--- src/rtl/cal_seq_pkg.sv ---
package cal_seq_pkg;
  localparam int WORD_W  = 24;
  localparam int ADDR_W  = 3;
  localparam int SEL_LSB = 21;
  localparam int SEL_W   = 3;
  localparam int CHAN_LSB = 8;
  localparam int CHAN_W  = 8;
  localparam int DIV_BIT = 12;

  localparam logic [ADDR_W-1:0] ADDR_MODE = 3'd1;
  localparam logic [ADDR_W-1:0] ADDR_CONF = 3'd2;

  localparam logic [SEL_W-1:0] SEL_IDLE     = 3'd2;
  localparam logic [SEL_W-1:0] SEL_CAL_ZERO = 3'd4;
  localparam logic [SEL_W-1:0] SEL_CAL_FULL = 3'd5;

  typedef logic [WORD_W-1:0] word_t;

  typedef enum logic [2:0] {
    ST_IDLE,
    ST_CONF,
    ST_MODE,
    ST_WAIT,
    ST_RESTORE,
    ST_FIN
  } seq_state_e;
endpackage

--- src/rtl/cal_entry_rom.sv ---
module cal_entry_rom
  import cal_seq_pkg::*;
#(
  parameter int ENTRY_W    = 3,
  parameter int FIRST_CHAN = 4
) (
  input  logic [ENTRY_W-1:0] idx_i,
  output logic [SEL_W-1:0]   msel_o,
  output logic [CHAN_W-1:0]  chan_onehot_o
);
  localparam int CODE_W = $clog2(CHAN_W) + 1;

  logic [CODE_W-1:0] code;

  // even entries calibrate zero-scale, odd entries full-scale on the same input
  assign msel_o = idx_i[0] ? SEL_CAL_FULL : SEL_CAL_ZERO;
  assign code   = CODE_W'(FIRST_CHAN) + CODE_W'(idx_i >> 1);

  for (genvar g = 0; g < CHAN_W; g++) begin : g_onehot
    assign chan_onehot_o[g] = (code == CODE_W'(g));
  end
endmodule

--- src/rtl/cal_word_build.sv ---
module cal_word_build
  import cal_seq_pkg::*;
#(
  parameter bit         CLKDIV_EN     = 1'b1,
  parameter logic [3:0] NODIV_VARIANT = 4'h6
) (
  input  seq_state_e         phase_i,
  input  word_t              mode_base_i,
  input  word_t              conf_base_i,
  input  logic [3:0]         variant_i,
  input  logic [SEL_W-1:0]   msel_i,
  input  logic [CHAN_W-1:0]  chan_onehot_i,
  output logic [ADDR_W-1:0]  addr_o,
  output word_t              data_o,
  output logic               hold_o
);
  word_t sel_clr, conf_w, cal_w, idle_w;
  logic  div_set;

  if (CLKDIV_EN) begin : g_div
    assign div_set = (variant_i != NODIV_VARIANT);
  end else begin : g_nodiv
    assign div_set = 1'b0;
  end

  always_comb begin
    sel_clr = mode_base_i;
    sel_clr[SEL_LSB +: SEL_W] = '0;

    conf_w = conf_base_i;
    conf_w[CHAN_LSB +: CHAN_W] = chan_onehot_i;

    cal_w = sel_clr;
    cal_w[SEL_LSB +: SEL_W] = msel_i;
    if (div_set) cal_w[DIV_BIT] = 1'b1;

    idle_w = sel_clr;
    idle_w[SEL_LSB +: SEL_W] = SEL_IDLE;

    unique case (phase_i)
      ST_CONF: begin addr_o = ADDR_CONF; data_o = conf_w; hold_o = 1'b0; end
      ST_MODE: begin addr_o = ADDR_MODE; data_o = cal_w;  hold_o = 1'b1; end
      default: begin addr_o = ADDR_MODE; data_o = idle_w; hold_o = 1'b0; end
    endcase
  end
endmodule

--- src/rtl/cal_ready_timer.sv ---
module cal_ready_timer #(
  parameter int LIMIT = 100000
) (
  input  logic clk_i,
  input  logic rst_ni,
  input  logic run_i,
  output logic expired_o
);
  localparam int CW = $clog2(LIMIT + 1);

  logic [CW-1:0] cnt_q;

  always_ff @(posedge clk_i or negedge rst_ni) begin
    if (!rst_ni)     cnt_q <= '0;
    else if (!run_i) cnt_q <= '0;
    else if (!expired_o) cnt_q <= cnt_q + 1'b1;
  end

  assign expired_o = run_i && (cnt_q == CW'(LIMIT - 1));
endmodule

--- src/rtl/cal_seq_top.sv ---
module cal_seq_top
  import cal_seq_pkg::*;
#(
  parameter int         NUM_INPUTS    = 4,
  parameter int         FIRST_CHAN    = 4,
  parameter int         TIMEOUT_CYC   = 100000,
  parameter bit         CLKDIV_EN     = 1'b1,
  parameter logic [3:0] NODIV_VARIANT = 4'h6
) (
  input  logic              clk_i,
  input  logic              rst_ni,
  input  logic              start_i,
  input  logic [3:0]        variant_i,
  input  logic [WORD_W-1:0] mode_base_i,
  input  logic [WORD_W-1:0] conf_base_i,
  output logic              req_o,
  output logic [ADDR_W-1:0] req_addr_o,
  output logic [WORD_W-1:0] req_data_o,
  output logic              req_hold_cs_o,
  input  logic              ack_i,
  input  logic              err_i,
  input  logic              rdy_i,
  output logic              done_o,
  output logic              fail_o
);
  localparam int NUM_ENTRIES = 2 * NUM_INPUTS;
  localparam int ENTRY_W     = $clog2(NUM_ENTRIES);
  localparam logic [ENTRY_W-1:0] LAST_ENTRY = ENTRY_W'(NUM_ENTRIES - 1);

  seq_state_e          state_q, state_d;
  logic [ENTRY_W-1:0]  idx_q, idx_d;
  logic                fail_q, fail_d;
  word_t               mode_q, conf_q;
  logic [3:0]          variant_q;
  logic [SEL_W-1:0]    msel;
  logic [CHAN_W-1:0]   chan_onehot;
  logic                expired;
  logic                xfer;

  cal_entry_rom #(.ENTRY_W(ENTRY_W), .FIRST_CHAN(FIRST_CHAN)) u_rom (
    .idx_i        (idx_q),
    .msel_o       (msel),
    .chan_onehot_o(chan_onehot)
  );

  cal_word_build #(.CLKDIV_EN(CLKDIV_EN), .NODIV_VARIANT(NODIV_VARIANT)) u_build (
    .phase_i      (state_q),
    .mode_base_i  (mode_q),
    .conf_base_i  (conf_q),
    .variant_i    (variant_q),
    .msel_i       (msel),
    .chan_onehot_i(chan_onehot),
    .addr_o       (req_addr_o),
    .data_o       (req_data_o),
    .hold_o       (req_hold_cs_o)
  );

  cal_ready_timer #(.LIMIT(TIMEOUT_CYC)) u_timer (
    .clk_i    (clk_i),
    .rst_ni   (rst_ni),
    .run_i    (state_q == ST_WAIT),
    .expired_o(expired)
  );

  assign req_o  = (state_q == ST_CONF) || (state_q == ST_MODE) || (state_q == ST_RESTORE);
  assign xfer   = req_o && ack_i;
  assign done_o = (state_q == ST_FIN);
  assign fail_o = done_o && fail_q;

  always_comb begin
    state_d = state_q;
    idx_d   = idx_q;
    fail_d  = fail_q;
    unique case (state_q)
      ST_IDLE: if (start_i) begin
        state_d = ST_CONF;
        idx_d   = '0;
        fail_d  = 1'b0;
      end
      ST_CONF: if (xfer) begin
        if (err_i) begin state_d = ST_FIN; fail_d = 1'b1; end
        else state_d = ST_MODE;
      end
      ST_MODE: if (xfer) begin
        if (err_i) begin state_d = ST_FIN; fail_d = 1'b1; end
        else state_d = ST_WAIT;
      end
      ST_WAIT: begin
        if (rdy_i) state_d = ST_RESTORE;
        else if (expired) begin state_d = ST_FIN; fail_d = 1'b1; end
      end
      ST_RESTORE: if (xfer) begin
        if (err_i) begin state_d = ST_FIN; fail_d = 1'b1; end
        else if (idx_q == LAST_ENTRY) state_d = ST_FIN;
        else begin state_d = ST_CONF; idx_d = idx_q + 1'b1; end
      end
      ST_FIN:  state_d = ST_IDLE;
      default: state_d = ST_IDLE;
    endcase
  end

  always_ff @(posedge clk_i or negedge rst_ni) begin
    if (!rst_ni) begin
      state_q <= ST_IDLE;
      idx_q   <= '0;
      fail_q  <= 1'b0;
    end else begin
      state_q <= state_d;
      idx_q   <= idx_d;
      fail_q  <= fail_d;
    end
  end

  // base words captured once per sweep
  always_ff @(posedge clk_i or negedge rst_ni) begin
    if (!rst_ni) begin
      mode_q    <= '0;
      conf_q    <= '0;
      variant_q <= '0;
    end else if (state_q == ST_IDLE && start_i) begin
      mode_q    <= mode_base_i;
      conf_q    <= conf_base_i;
      variant_q <= variant_i;
    end
  end
endmodule

--- config.mk ---
export PLATFORM = sky130hd
export DESIGN_NAME = cal_seq_top
export DESIGN_NICKNAME = d
export VERILOG_FILES = /design/src/rtl/cal_seq_pkg.sv /design/src/rtl/cal_entry_rom.sv /design/src/rtl/cal_word_build.sv /design/src/rtl/cal_ready_timer.sv /design/src/rtl/cal_seq_top.sv
export SDC_FILE = /design/constraint.sdc
export NUM_CORES = 1
export LEC_CHECK = 0
export ABC_AREA = 1
export BUFFER_PORTS_ARGS = -buffer_cell sky130_fd_sc_hd__buf_2
export CORE_ASPECT_RATIO = 1.1
export CORE_MARGIN = 5
export CORE_UTILIZATION = 35
export DETAILED_ROUTE_END_ITERATION = 7
export SKIP_LAST_GASP = 1
export SYNTH_ARGS = -nofsm -noshare
export SYNTH_HDL_FRONTEND = slang
export SYNTH_SLANG_ARGS = --single-unit
--- constraint.sdc ---
create_clock -name clk_i -period 1.7 [get_ports clk_i]
set_input_delay 0.17 -clock clk_i [delete_from_list [all_inputs] [get_ports clk_i]]
set_output_delay 0.17 -clock clk_i [all_outputs]
set_load 0.02 [all_outputs]
==> metrics.md <==
| Metric | Value |
|---|---|
| Power Density | between 1500 and 2000 nW/um^2 |
| Synth Register Bits | 65 |
| Leakage | between 2 and 2.5 nW |
| Final net count | 519 |
| CP arrival | ~1.6 ns |
| Combinational Power Share | 0.534 |
| Synth Warn # | 0 |
| Fmax achieved | ~0.58 GHz |
| DR pass1 iterations | 4 |
| Tot Pwr | around 7.4 mW |
| Max Clock Skew | 0.005966 ns |
| Worst-path clk slew | roughly 0.070 ns |
| Met3 routed WL | ~640 um |
| Register share of total power | 0.324 |
| Clock power share | 0.142 |
| Final worst slack | -0.01970 ns |
| Clock buffer depth | 2 |
| Period minus WS final | 1.720 ns |
| Syn nets | between 400 and 500 |
| Post-synth design cell area | ~3300 um^2 |
| Final Slew Violations | 0 |
| Slowest library cell on the worst path | dfrtp_1 |
| Initial Util | 0.3538 |
| Largest net degree at the start of global routing | 66 |
| Worst Path Buf+Inv | 3 |
| CP required | about 1.5 ns |
| CP Class | reg2out |
| Clk_lat worst skew | around 0.33 ns |
| Initial antenna violation count | 0 |
| Status | finished with violations |
| Multi-input gate area | between 1500 and 2000 um^2 |
| Routability cong. | between 0.8 and 0.9 |
| Final Hold Vio Count | 0 |
| Worst path top cell family by delay | buffers and inverters |
| Tcrit/Tclk final | 1.012 |
| Max_cap viols | 0 |
| Initial DRC count | 146 |
| Syn avg cell area | 8.979 um^2 |
| I/O pin count | around 90 |
| Maximum fanout along the worst path | 6 |
| Inserted Diodes | 0 |
| WL/cell | ~13 um |
| Global-route wire length before repair | 12460 um |
| Layout cell share with drive strength beyond 1 | 0.2928 |
| Core Area | roughly 9000 um^2 |
| Switching Fraction | 0.4091 |
| Final Non-Filler Cells | 578 |
| Die Height | 111.2 um |
| CTS tree | built |
| IR drop worst, VDD | between 0.0005 and 0.0006 V |
| Placed instance count | around 550 |
| Vias per cell | 4.768 |
| Count of cell types in the netlist | 28 |
| Number of global-route vias before repair | between 2000 and 3000 |
| HP Class | in2reg |
| Clock Sinks | 65 |
| Metal2 WL | about 3600 um |
| Die Width | 102.0 um |
| Vias | between 2000 and 3000 |
| # DRC | 0 |
| Setup WS pre-CTS | 0.1259 ns |
| Failing checks | setup timing |
| CP Cell Sequence | inv_2 -> nand3_4 -> buf_12 -> o311ai_4 -> buf_6 |
| Unrepaired setup endpoints after global routing | yes |
| Seq. cell area | between 1500 and 2000 um^2 |
| Seq/Total Area, Yosys | 0.4990 |
| Crit. End Element | primary output |
| Critical Path Max Stage Delay | roughly 0.42 ns |
| Uppermost layer routed | met4 |
| H-tree depth | 3 |
| Startpoint types | flip-flop |
| Final HPWL from detailed placement | 5415 um |
| CTS buffer count | 9 |
| Fill count | about 880 |
| Area grow syn2layout | 32.36% |
| Routed Antenna Nets | 0 |
| Sw Pwr | around 3.0 mW |
| Port Buffer Count | 76 |
| Setup Viol. Count Final | 13 |
| Internal power | 4.400 mW |
| # rows | 37 |
| Global-route usage over all layers | 0.1361 |
| WL met1 | ~3300 um |
| Cells after synthesis | approximately 360 |
| Die area | between 10000 and 15000 um^2 |
| Final WL | approximately 7700 um |
| Remaining global-route overflow | 0 |
| Clk root buf | clkbuf_8 |
==> synth_stat cells <==
cell,number,share of area
nand2_1,96,0.11
dfrtp_1,65,0.50
mux2_1,39,0.13
nor2_1,32,0.037
inv_1,31,0.036
nand3_1,24,0.037
buf_2,10,0.015
o21ai_0,10,0.015
a21oi_1,9,0.014
nand4_1,6,0.012
nor3_1,6,0.0092
o21ai_1,6,0.0092
inv_2,5,0.0058
xor2_1,4,0.011
ha_1,3,0.012
o31ai_1,3,0.0069
a31oi_1,2,0.0038
nand3_2,2,0.0061
a21boi_1,1,0.0023
a21boi_2,1,0.0035
a22oi_1,1,0.0023
and2_1,1,0.0019
buf_4,1,0.0023
conb_1,1,0.0012
inv_4,1,0.0019
nand3_4,1,0.0054
nor2_4,1,0.0035
o311ai_1,1,0.0027
==> metal layers <==
layer | global-route usage | vias up
met2 | 0.2128 | 86
met3 | 0.03713 | 8
met1 | 0.1848 | 1290
met5 | 0 | -
li1 | - | 1372
met4 | 0.03762 | 0
==> area by class of cell <==
type,instances,share of cell area
flip-flops and latches,65,0.3770
well taps,117,0.03393
inverters,37,0.03828
clock inverters,4,0.005220
clock buffers,10,0.02958
repair buffers,95,0.1560
multi-input cells,250,0.3599
==> cells by family after synthesis <==
group	share of synthesized area
compound gates	0.05989
fa+ha+maj	0.01152
xor+xnor	0.01075
simple gates	0.2219
flops	0.4990
buf+inv	0.06104
other cells	0.001151
mux	0.1347
==> worst reg2reg max path: stages (launching register included) <==
cell	delay (ns)
dfrtp_1	0.39
ha_1	0.20
nand3_1	0.24
nor2_1	0.17
nand3_1	0.17
nand2_1	0.18
nand2_1	0.07
nand2_1	0.06
nand2_1	0.04
==> cell usage in the layout (no fill, tap or decap), drive strengths merged <==
master and count:
clkinv 4, clkinvlp 1, nand4 6, a31oi 2
o21ai 16, inv 36, a21oi 9, nor3 6
ha 3, a21boi 2, mux2 39, conb 1
o31ai 3, nor2 33, xor2 4, bufbuf 1
a22oi 1, buf 92, dfrtp 65, and2 1
nand2 96, o311ai 1, dlygate4sd3 1, clkbuf 11
nand3 27
==> sequential cells by signal, indices dropped and copies added, names as in the netlist <==
register,flops
idx_q,3
u_timer.cnt_q,17
fail_q,1
state_q,3
mode_q,21
variant_q,4
conf_q,16
==> power groups by stage <==
stage | Clock [mW] | Combinational, mW | Sequential (mW)
6_report | 1.06 | 3.98 | 2.41
5_1_grt | 1.17 | 4.35 | 2.48
4_1_cts | 1.10 | 3.51 | 2.39
3_5_place_dp | 0 | 3.19 | 2.42
3_3_place_gp | 0 | 3.15 | 2.38
2_1_floorplan | 0 | 2.18 | 2.36
==> path summary, 6_finish.rpt <==
kind | to | slack, ns | cells after the start | from
setup / recovery | req_data_o[12] | -0.02 | 5 | state_q[2]
hold / removal | conf_q[2] | 0.05 | 2 | conf_base_i[2]
setup reg to reg | state_q[1] | 0.08 | 8 | u_timer.cnt_q[0]
hold reg to reg | fail_q | 0.47 | 2 | fail_q
max in group asynchronous | fail_q | 1.01 | 3 | rst_ni
min in group asynchronous | conf_q[3] | 0.39 | 3 | rst_ni
==> stage by stage <==
stage | TNS (ns) | hold WS, ns | utilization | area [um^2]
2_1_floorplan | 0 | -0.1256 | - | 3259
3_3_place_gp | 0 | 0.2166 | 0.4161 | 3834
3_5_place_dp | 0 | 0.2192 | 0.4161 | 3834
4_1_cts | -0.06854 | 0.03684 | 0.4471 | 4119
5_1_grt | -2.020 | 0.03203 | 0.4683 | 4314
6_report | -0.1385 | 0.05288 | 0.4683 | 4314
==> repair_timing <==
item	in CTS	in global routing
hold endpoints to repair	65	0
cloned	1	1
resized for setup	12	40
endpoints found under the setup margin	23	30
setup buffers	5	2
pin swaps	0	3
hold buffers	1	0
No activity file was read; power rests on OpenSTA's default activity.
